==> src/rtl/pst_pkg.sv <==
package pst_pkg;

  // Settle controller state
  typedef enum logic {
    XS_IDLE   = 1'b0,
    XS_SETTLE = 1'b1
  } xfer_state_e;

  // Larger of two tick counts, used to size the settle counter
  function automatic int max_ticks(input int a, input int b);
    return (a > b) ? a : b;
  endfunction

endpackage

==> src/rtl/pst_req_arbiter.sv <==
module pst_req_arbiter #(
  parameter int NT           = 2,
  parameter int NP           = 8,
  parameter int IW           = 3,
  parameter int CW           = 4,
  parameter int RESET_PSTATE = 0
) (
  input  logic                   clk,
  input  logic                   rst_n,
  input  logic [NT-1:0]          req_we,
  input  logic [NT-1:0][IW-1:0]  req_pstate,
  input  logic [CW-1:0]          pstate_count,
  output logic [IW-1:0]          target
);

  logic [IW-1:0] thr_q [NT];
  logic [IW-1:0] thr_d [NT];
  logic [IW-1:0] fastest;
  logic [IW-1:0] lim;

  // Per-thread request holders: keep the last value unless written
  for (genvar t = 0; t < NT; t++) begin : g_thr
    always_comb begin
      thr_d[t] = thr_q[t];
      if (req_we[t]) begin
        thr_d[t] = req_pstate[t];
      end
    end

    always_ff @(posedge clk or negedge rst_n) begin
      if (!rst_n) begin
        thr_q[t] <= IW'(RESET_PSTATE);
      end else if (req_we[t]) begin
        thr_q[t] <= thr_d[t];
      end
    end

    // no thread asks for something faster than the goal unless clamping applies
    p_target_fastest_r3: assert property (@(posedge clk) disable iff (!rst_n)
      (target <= thr_q[t]) || (target == lim));
  end

  // Fastest request over all threads
  always_comb begin
    fastest = '1;
    for (int t = 0; t < NT; t++) begin
      if (thr_q[t] < fastest) begin
        fastest = thr_q[t];
      end
    end
  end

  // Highest usable index from the count input
  always_comb begin
    if (pstate_count == '0) begin
      lim = '0;
    end else if (pstate_count > CW'(NP)) begin
      lim = IW'(NP - 1);
    end else begin
      lim = IW'(pstate_count - 1'b1);
    end
  end

  assign target = (fastest > lim) ? lim : fastest;

  // goal never exceeds the usable range
  p_target_limit_r4: assert property (@(posedge clk) disable iff (!rst_n)
    ((pstate_count != '0) && (pstate_count <= CW'(NP))) |-> (CW'(target) < pstate_count));

endmodule

==> src/rtl/pst_slot_timer.sv <==
module pst_slot_timer #(
  parameter int SLOT_TICKS = 1000
) (
  input  logic clk,
  input  logic rst_n,
  output logic slot
);

  localparam int SCW = (SLOT_TICKS > 1) ? $clog2(SLOT_TICKS) : 1;
  localparam logic [SCW-1:0] LAST = SCW'(SLOT_TICKS - 1);

  logic [SCW-1:0] cnt_q, cnt_d;

  assign slot = (cnt_q == LAST);

  always_comb begin
    cnt_d = cnt_q + 1'b1;
    if (slot) begin
      cnt_d = '0;
    end
  end

  always_ff @(posedge clk or negedge rst_n) begin
    if (!rst_n) begin
      cnt_q <= '0;
    end else begin
      cnt_q <= cnt_d;
    end
  end

  // update slots are isolated single-cycle events
  p_slot_single_r5: assert property (@(posedge clk) disable iff (!rst_n)
    slot |=> !slot);

endmodule

==> src/rtl/pst_xfer_fsm.sv <==
module pst_xfer_fsm
  import pst_pkg::*;
#(
  parameter int IW           = 3,
  parameter int DOWN_TICKS   = 390,
  parameter int UP_TICKS     = 360,
  parameter int REVERT_TICKS = 1,
  parameter int RESET_PSTATE = 0
) (
  input  logic          clk,
  input  logic          rst_n,
  input  logic          slot,
  input  logic [IW-1:0] target,
  output logic [IW-1:0] applied,
  output logic          busy,
  output logic          done
);

  localparam int MAXT = max_ticks(max_ticks(DOWN_TICKS, UP_TICKS), REVERT_TICKS);
  localparam int TW   = $clog2(MAXT + 1);
  localparam logic [TW-1:0] DOWN_L = TW'(DOWN_TICKS - 1);
  localparam logic [TW-1:0] UP_L   = TW'(UP_TICKS - 1);
  localparam logic [TW-1:0] REV_L  = TW'(REVERT_TICKS - 1);

  xfer_state_e   st_q, st_d;
  logic [IW-1:0] applied_q, applied_d;
  logic [IW-1:0] prev_q, prev_d;   // state in effect before the running transition
  logic [IW-1:0] goal_q, goal_d;   // state the running transition heads for
  logic [TW-1:0] cnt_q, cnt_d;
  logic          done_q, done_d;

  always_comb begin
    st_d      = st_q;
    applied_d = applied_q;
    prev_d    = prev_q;
    goal_d    = goal_q;
    cnt_d     = cnt_q;
    done_d    = 1'b0;
    unique case (st_q)
      XS_IDLE: begin
        // act on the newest goal only at a slot
        if (slot && (target != applied_q)) begin
          st_d   = XS_SETTLE;
          prev_d = applied_q;
          goal_d = target;
          cnt_d  = (target < applied_q) ? UP_L : DOWN_L;
        end
      end
      XS_SETTLE: begin
        if (cnt_q == '0) begin
          st_d      = XS_IDLE;
          applied_d = goal_q;
          done_d    = 1'b1;
        end else if ((target == prev_q) && (goal_q != prev_q)) begin
          goal_d = prev_q;       // quick revert
          cnt_d  = REV_L;
        end else begin
          cnt_d = cnt_q - 1'b1;
        end
      end
      default: st_d = XS_IDLE;
    endcase
  end

  always_ff @(posedge clk or negedge rst_n) begin
    if (!rst_n) begin
      st_q      <= XS_IDLE;
      applied_q <= IW'(RESET_PSTATE);
      prev_q    <= IW'(RESET_PSTATE);
      goal_q    <= IW'(RESET_PSTATE);
      cnt_q     <= '0;
      done_q    <= 1'b0;
    end else begin
      st_q      <= st_d;
      applied_q <= applied_d;
      prev_q    <= prev_d;
      goal_q    <= goal_d;
      cnt_q     <= cnt_d;
      done_q    <= done_d;
    end
  end

  assign applied = applied_q;
  assign busy    = (st_q == XS_SETTLE);
  assign done    = done_q;

  // the applied state moves only together with a done pulse
  p_applied_hold_r7: assert property (@(posedge clk) disable iff (!rst_n)
    !done |-> $stable(applied));

  // done marks the end of a busy window and lasts one cycle
  p_done_ends_busy_r7: assert property (@(posedge clk) disable iff (!rst_n)
    done |-> (!busy && $past(busy)));

  p_done_single_r7: assert property (@(posedge clk) disable iff (!rst_n)
    done |=> !done);

endmodule

==> src/rtl/pstate_xfer_sched.sv <==
module pstate_xfer_sched #(
  parameter int NUM_THREADS  = 2,
  parameter int NUM_PSTATES  = 8,
  parameter int MULT_W       = 8,
  parameter int MULT_TOP     = 100,
  parameter int MULT_STEP    = 4,
  parameter int SLOT_TICKS   = 1000,
  parameter int DOWN_TICKS   = 390,
  parameter int UP_TICKS     = 360,
  parameter int REVERT_TICKS = 1,
  parameter int RESET_PSTATE = 0,
  localparam int IW = (NUM_PSTATES > 1) ? $clog2(NUM_PSTATES) : 1,
  localparam int CW = $clog2(NUM_PSTATES + 1)
) (
  input  logic                            clk,
  input  logic                            rst_n,
  input  logic [NUM_THREADS-1:0]          req_we,
  input  logic [NUM_THREADS-1:0][IW-1:0]  req_pstate,
  input  logic [CW-1:0]                   pstate_count,
  output logic [IW-1:0]                   applied_pstate,
  output logic [MULT_W-1:0]               applied_mult,
  output logic                            busy,
  output logic                            done
);

  logic [IW-1:0] target;
  logic          slot;

  pst_req_arbiter #(
    .NT           (NUM_THREADS),
    .NP           (NUM_PSTATES),
    .IW           (IW),
    .CW           (CW),
    .RESET_PSTATE (RESET_PSTATE)
  ) u_arb (
    .clk          (clk),
    .rst_n        (rst_n),
    .req_we       (req_we),
    .req_pstate   (req_pstate),
    .pstate_count (pstate_count),
    .target       (target)
  );

  pst_slot_timer #(
    .SLOT_TICKS (SLOT_TICKS)
  ) u_slot (
    .clk   (clk),
    .rst_n (rst_n),
    .slot  (slot)
  );

  pst_xfer_fsm #(
    .IW           (IW),
    .DOWN_TICKS   (DOWN_TICKS),
    .UP_TICKS     (UP_TICKS),
    .REVERT_TICKS (REVERT_TICKS),
    .RESET_PSTATE (RESET_PSTATE)
  ) u_fsm (
    .clk     (clk),
    .rst_n   (rst_n),
    .slot    (slot),
    .target  (target),
    .applied (applied_pstate),
    .busy    (busy),
    .done    (done)
  );

  // multiplier of the applied state, 25 MHz per unit
  assign applied_mult = MULT_W'(MULT_TOP - MULT_STEP * int'(applied_pstate));

  // a transition can only open right after a slot
  p_start_on_slot_r5: assert property (@(posedge clk) disable iff (!rst_n)
    $rose(busy) |-> $past(slot));

endmodule

==> config.mk <==
export PLATFORM = sky130hd
export DESIGN_NAME = pstate_xfer_sched
export DESIGN_NICKNAME = d
export VERILOG_FILES = /design/src/rtl/pst_pkg.sv /design/src/rtl/pst_req_arbiter.sv /design/src/rtl/pst_slot_timer.sv /design/src/rtl/pst_xfer_fsm.sv /design/src/rtl/pstate_xfer_sched.sv
export SDC_FILE = /design/constraint.sdc
export NUM_CORES = 1
export LEC_CHECK = 0
export BUFFER_PORTS_ARGS = -buffer_cell sky130_fd_sc_hd__buf_2
export CORE_MARGIN = 2
export CORE_UTILIZATION = 33
export CTS_CLUSTER_DIAMETER = 40
export DETAILED_ROUTE_END_ITERATION = 16
export RECOVER_POWER = 25
export SETUP_SLACK_MARGIN = 0.5
export SKIP_CTS_REPAIR_TIMING = 1
export SLEW_MARGIN = 20
export SYNTH_ARGS = -nofsm -noshare
export SYNTH_HDL_FRONTEND = slang
export SYNTH_SLANG_ARGS = --single-unit
==> constraint.sdc <==
create_clock -name clk -period 5.95 [get_ports clk]
set_clock_uncertainty 0.2 [all_clocks]
set_input_delay 0.595 -clock clk [delete_from_list [all_inputs] [get_ports clk]]
set_output_delay 0.595 -clock clk [all_outputs]
set_load 0.02 [all_outputs]
==> metrics.md <==
| Metric | Value |
|---|---|
| Global placement routability congestion | `0.804` |
| Initial antenna violation count | `0` |
| Clk buf depth | `2` |
| DIE AREA | `0.00765 mm^2` |
| Total Wirelength | `4.62 mm` |
| Highest clock rate | `0.205 GHz` |
| Pin count of the biggest net entering global routing | `37` |
| # DRC | `0` |
| Fin. Hold Viols | `0` |
| CP Data Arrival Time | `4840 ps` |
| Most common cell after layout, fill and taps aside | `dfrtp_1` |
| Synth-to-layout area growth | `11.3%` |
| Final Setup Violations | `0` |
| RSZ-0062 raised after global routing | `false` |
| Num CTS Buffers | `5` |
| Setup_tns | `0 ps` |
| Syn Std Cell Area | `0.00230 mm^2` |
| N_diodes | `0` |
| Die Y | `87.5 um` |
| Pwr Density | `216 mW/mm^2` |
| Initial Util | `0.340` |
| Synth unique cells | `56` |
| Post-route ant nets | `0` |
| Worst-path clk slew | `80 ps` |
| Hold Slack | `290 ps` |
| EDFF count, synth | `0` |
| HPWL Detailed | `3.49 mm` |
| Reg2reg setup slack | `1070 ps` |
| Fin. max-slew vios | `37` |
| Syn Inst Count | `248` |
| Clk_lat worst skew | `300 ps` |
| Max Cap Viol | `1` |
| Hold WC Path Type | `register to register` |
| Overflow after GRT | `0` |
| PortBufs | `22` |
| FF-to-FF path depth | `17` |
| Rows | `30` |
| # fillers | `710` |
| CP Launch Type | `register` |
| Routed wire per std cell | `13.1 um` |
| Crit. End Element | `register` |
| Total track usage | `0.138` |
| Fin crit period | `4880 ps` |
| Max-slew headroom | `-0.290` |
| Min-Delay Endpoint | `u_slot.cnt_q[0]$_DFF_PN0_` |
| Hold Crit Depth | `1` |
| Synthesized area per cell | `9.27 um^2` |
| VDD IR-drop max | `0.000124 V` |
| Final nets | `298` |
| Setup WS pre-CTS | `986 ps` |
| Share of cells above drive strength 1 | `0.165` |
| Yosys reg bits | `36` |
| Post-placement cell count | `344` |
| CP Class | `register to register` |
| Top fanout value on the critical path | `13` |
| Hold_sp | `u_slot.cnt_q[0]$_DFF_PN0_` |
| Slack of the critical path | `1070 ps` |
| R2r endpoint | `u_fsm.cnt_q[5]$_DFFE_PN0P_` |
| Vias in the first global route | `1715` |
| Seq/Total Area, Yosys | `0.392` |
| Worst r2r src | `u_arb.thr_q[4]$_DFFE_PN0P_` |
| Yosys warning count | `0` |
| Routed vias | `1854` |
| Core ar. | `0.00676 mm^2` |
| Final Non-Filler Cells | `352` |
| Async set-reset flop share out of synthesis | `1.00` |
| Period Utilization, post-route | `0.821` |
| Ys flop type | `dfrtp_1` |
| Leak pwr | `1.14 nW` |
| Die width | `87.5 um` |
| Status | `finished with violations` |
| 1st-iter DRT viols | `105` |
| Fin util | `0.379` |
| Root Buffer | `clkbuf_8` |
| H-tree depth | `2` |
| CTS tree | `built` |
| Failing checks | `capacitance limit, slew limit` |
| Top Ports | `27` |
| DR pass1 iterations | `4` |
| Vias/cell | `5.27` |
| Most frequent cells in the layout | `dfrtp_1 (36), nand2_1 (22), o21ai_0 (21), inv_1 (20), nor2_1 (20)` |
| First-pass GRT wire length | `8.27 mm` |
| Slew @ Worst Pin | `1930 ps` |
| CTS sink cnt | `36` |
| Critical Path RT | `5910 ps` |
where the power goes:
| part | internal [W] | leakage, nW | switching (W) |
|---|---|---|---|
| Combinational | 0.0000466 | 0.647 | 0.0000720 |
| Sequential | 0.000249 | 0.450 | 0.00000434 |
| Clock | 0.0000831 | 0.0445 | 0.0000980 |
| Total | 0.000379 | 1.14 | 0.000174 |
final cells by class:
type	count	area, um^2	area share
clock buffers	5	68.8	0.0269
clock inverters	3	21.3	0.00832
well taps	80	100	0.0391
multi-input cells	185	1280	0.501
flip-flops and latches	36	901	0.352
inverters	21	78.8	0.0308
repair buffers	22	106	0.0416
worst max-delay path, stage by stage (launching register included):
cell and delay [ps]:
dfrtp_1 410, inv_1 80, ha_1 290, nor2b_1 160, a211o_1 350, a21o_2 270, ha_1 320, nand3b_1 160
a32o_1 290, o21ai_0 240, nand2_1 160, ha_1 310, a31oi_1 170, or4b_4 570, a21oi_1 260, nor2_1 120
o311ai_0 290, o21ai_0 110
per-layer routing:
layer | up-vias | routed length (um) | global-route usage
li1 | 927 | - | -
met1 | 889 | 2390 | 0.199
met2 | 36 | 2020 | 0.207
met3 | 2 | 166 | 0.0265
met4 | 0 | 38 | 0.0462
met5 | - | 0 | 0
worst max-delay path by stage:
stage / start / end / slack (ps) / cells after the start
finish: u_arb.thr_q[4]$_DFFE_PN0P_ / u_fsm.cnt_q[5]$_DFFE_PN0P_ / 1070 / 17
global route: u_arb.thr_q[4]$_DFFE_PN0P_ / u_fsm.cnt_q[5]$_DFFE_PN0P_ / 630 / 17
CTS: u_arb.thr_q[4]$_DFFE_PN0P_ / u_fsm.cnt_q[5]$_DFFE_PN0P_ / 970 / 17
detailed placement: u_arb.thr_q[4]$_DFFE_PN0P_ / u_fsm.cnt_q[5]$_DFFE_PN0P_ / 990 / 17
global placement: u_arb.thr_q[4]$_DFFE_PN0P_ / u_fsm.cnt_q[5]$_DFFE_PN0P_ / 1160 / 17
floorplan: u_arb.thr_q[4]$_DFFE_PN0P_ / u_fsm.cnt_q[5]$_DFFE_PN0P_ / 1620 / 17
registers in the layout (all words and copies together), names as in the netlist:
signal         flops
u_arb.thr_q        6
u_fsm.applied      3
u_fsm.busy         1
u_fsm.cnt_q        9
u_fsm.done         1
u_fsm.goal_q       3
u_fsm.prev_q       3
u_slot.cnt_q      10
cell usage after synthesis (2+ instances only):
| library cell | n | area share |
|---|---|---|
| dfrtp_1 | 36 | 0.39 |
| nand2_1 | 22 | 0.036 |
| o21ai_0 | 21 | 0.046 |
| inv_1 | 20 | 0.033 |
| nor2_1 | 20 | 0.033 |
| a21oi_1 | 13 | 0.028 |
| ha_1 | 13 | 0.071 |
| nand3_1 | 8 | 0.017 |
| nor3_1 | 8 | 0.017 |
| xnor2_1 | 7 | 0.027 |
| and2_1 | 5 | 0.014 |
| buf_4 | 5 | 0.016 |
| nor2b_1 | 4 | 0.011 |
| o31ai_1 | 4 | 0.013 |
| a32oi_1 | 3 | 0.011 |
| and3_1 | 3 | 0.0082 |
| clkbuf_1 | 3 | 0.0049 |
| mux2_2 | 3 | 0.015 |
| o41ai_1 | 3 | 0.011 |
| xor2_1 | 3 | 0.011 |
| a2111oi_4 | 2 | 0.024 |
| a31oi_1 | 2 | 0.0054 |
| conb_1 | 2 | 0.0033 |
| nand2b_1 | 2 | 0.0054 |
| nand3b_1 | 2 | 0.0065 |
| or2_2 | 2 | 0.0054 |
| or4_1 | 2 | 0.0065 |
| or4b_1 | 2 | 0.0087 |
logic make-up (layout without fill, tap and decap cells):
family,after synthesis,in the layout,share of synthesized area
mux,3,3,0.0147
compound gates,65,65,0.211
fa+ha+maj,15,15,0.0800
other cells,2,4,0.00327
flops,36,36,0.392
simple gates,88,88,0.205
xor+xnor,10,10,0.0381
buf+inv,29,51,0.0555
through the flow:
step | cell area, um^2 | power, W
final | 2560 | 0.000553
after CTS | 2560 | 0.000557
after detailed placement | 2470 | 0.000376
after global placement | 2470 | 0.000375
after floorplan | 2310 | 0.000349
after global routing | 2560 | 0.000587
(Power assumes the default switching activity.)
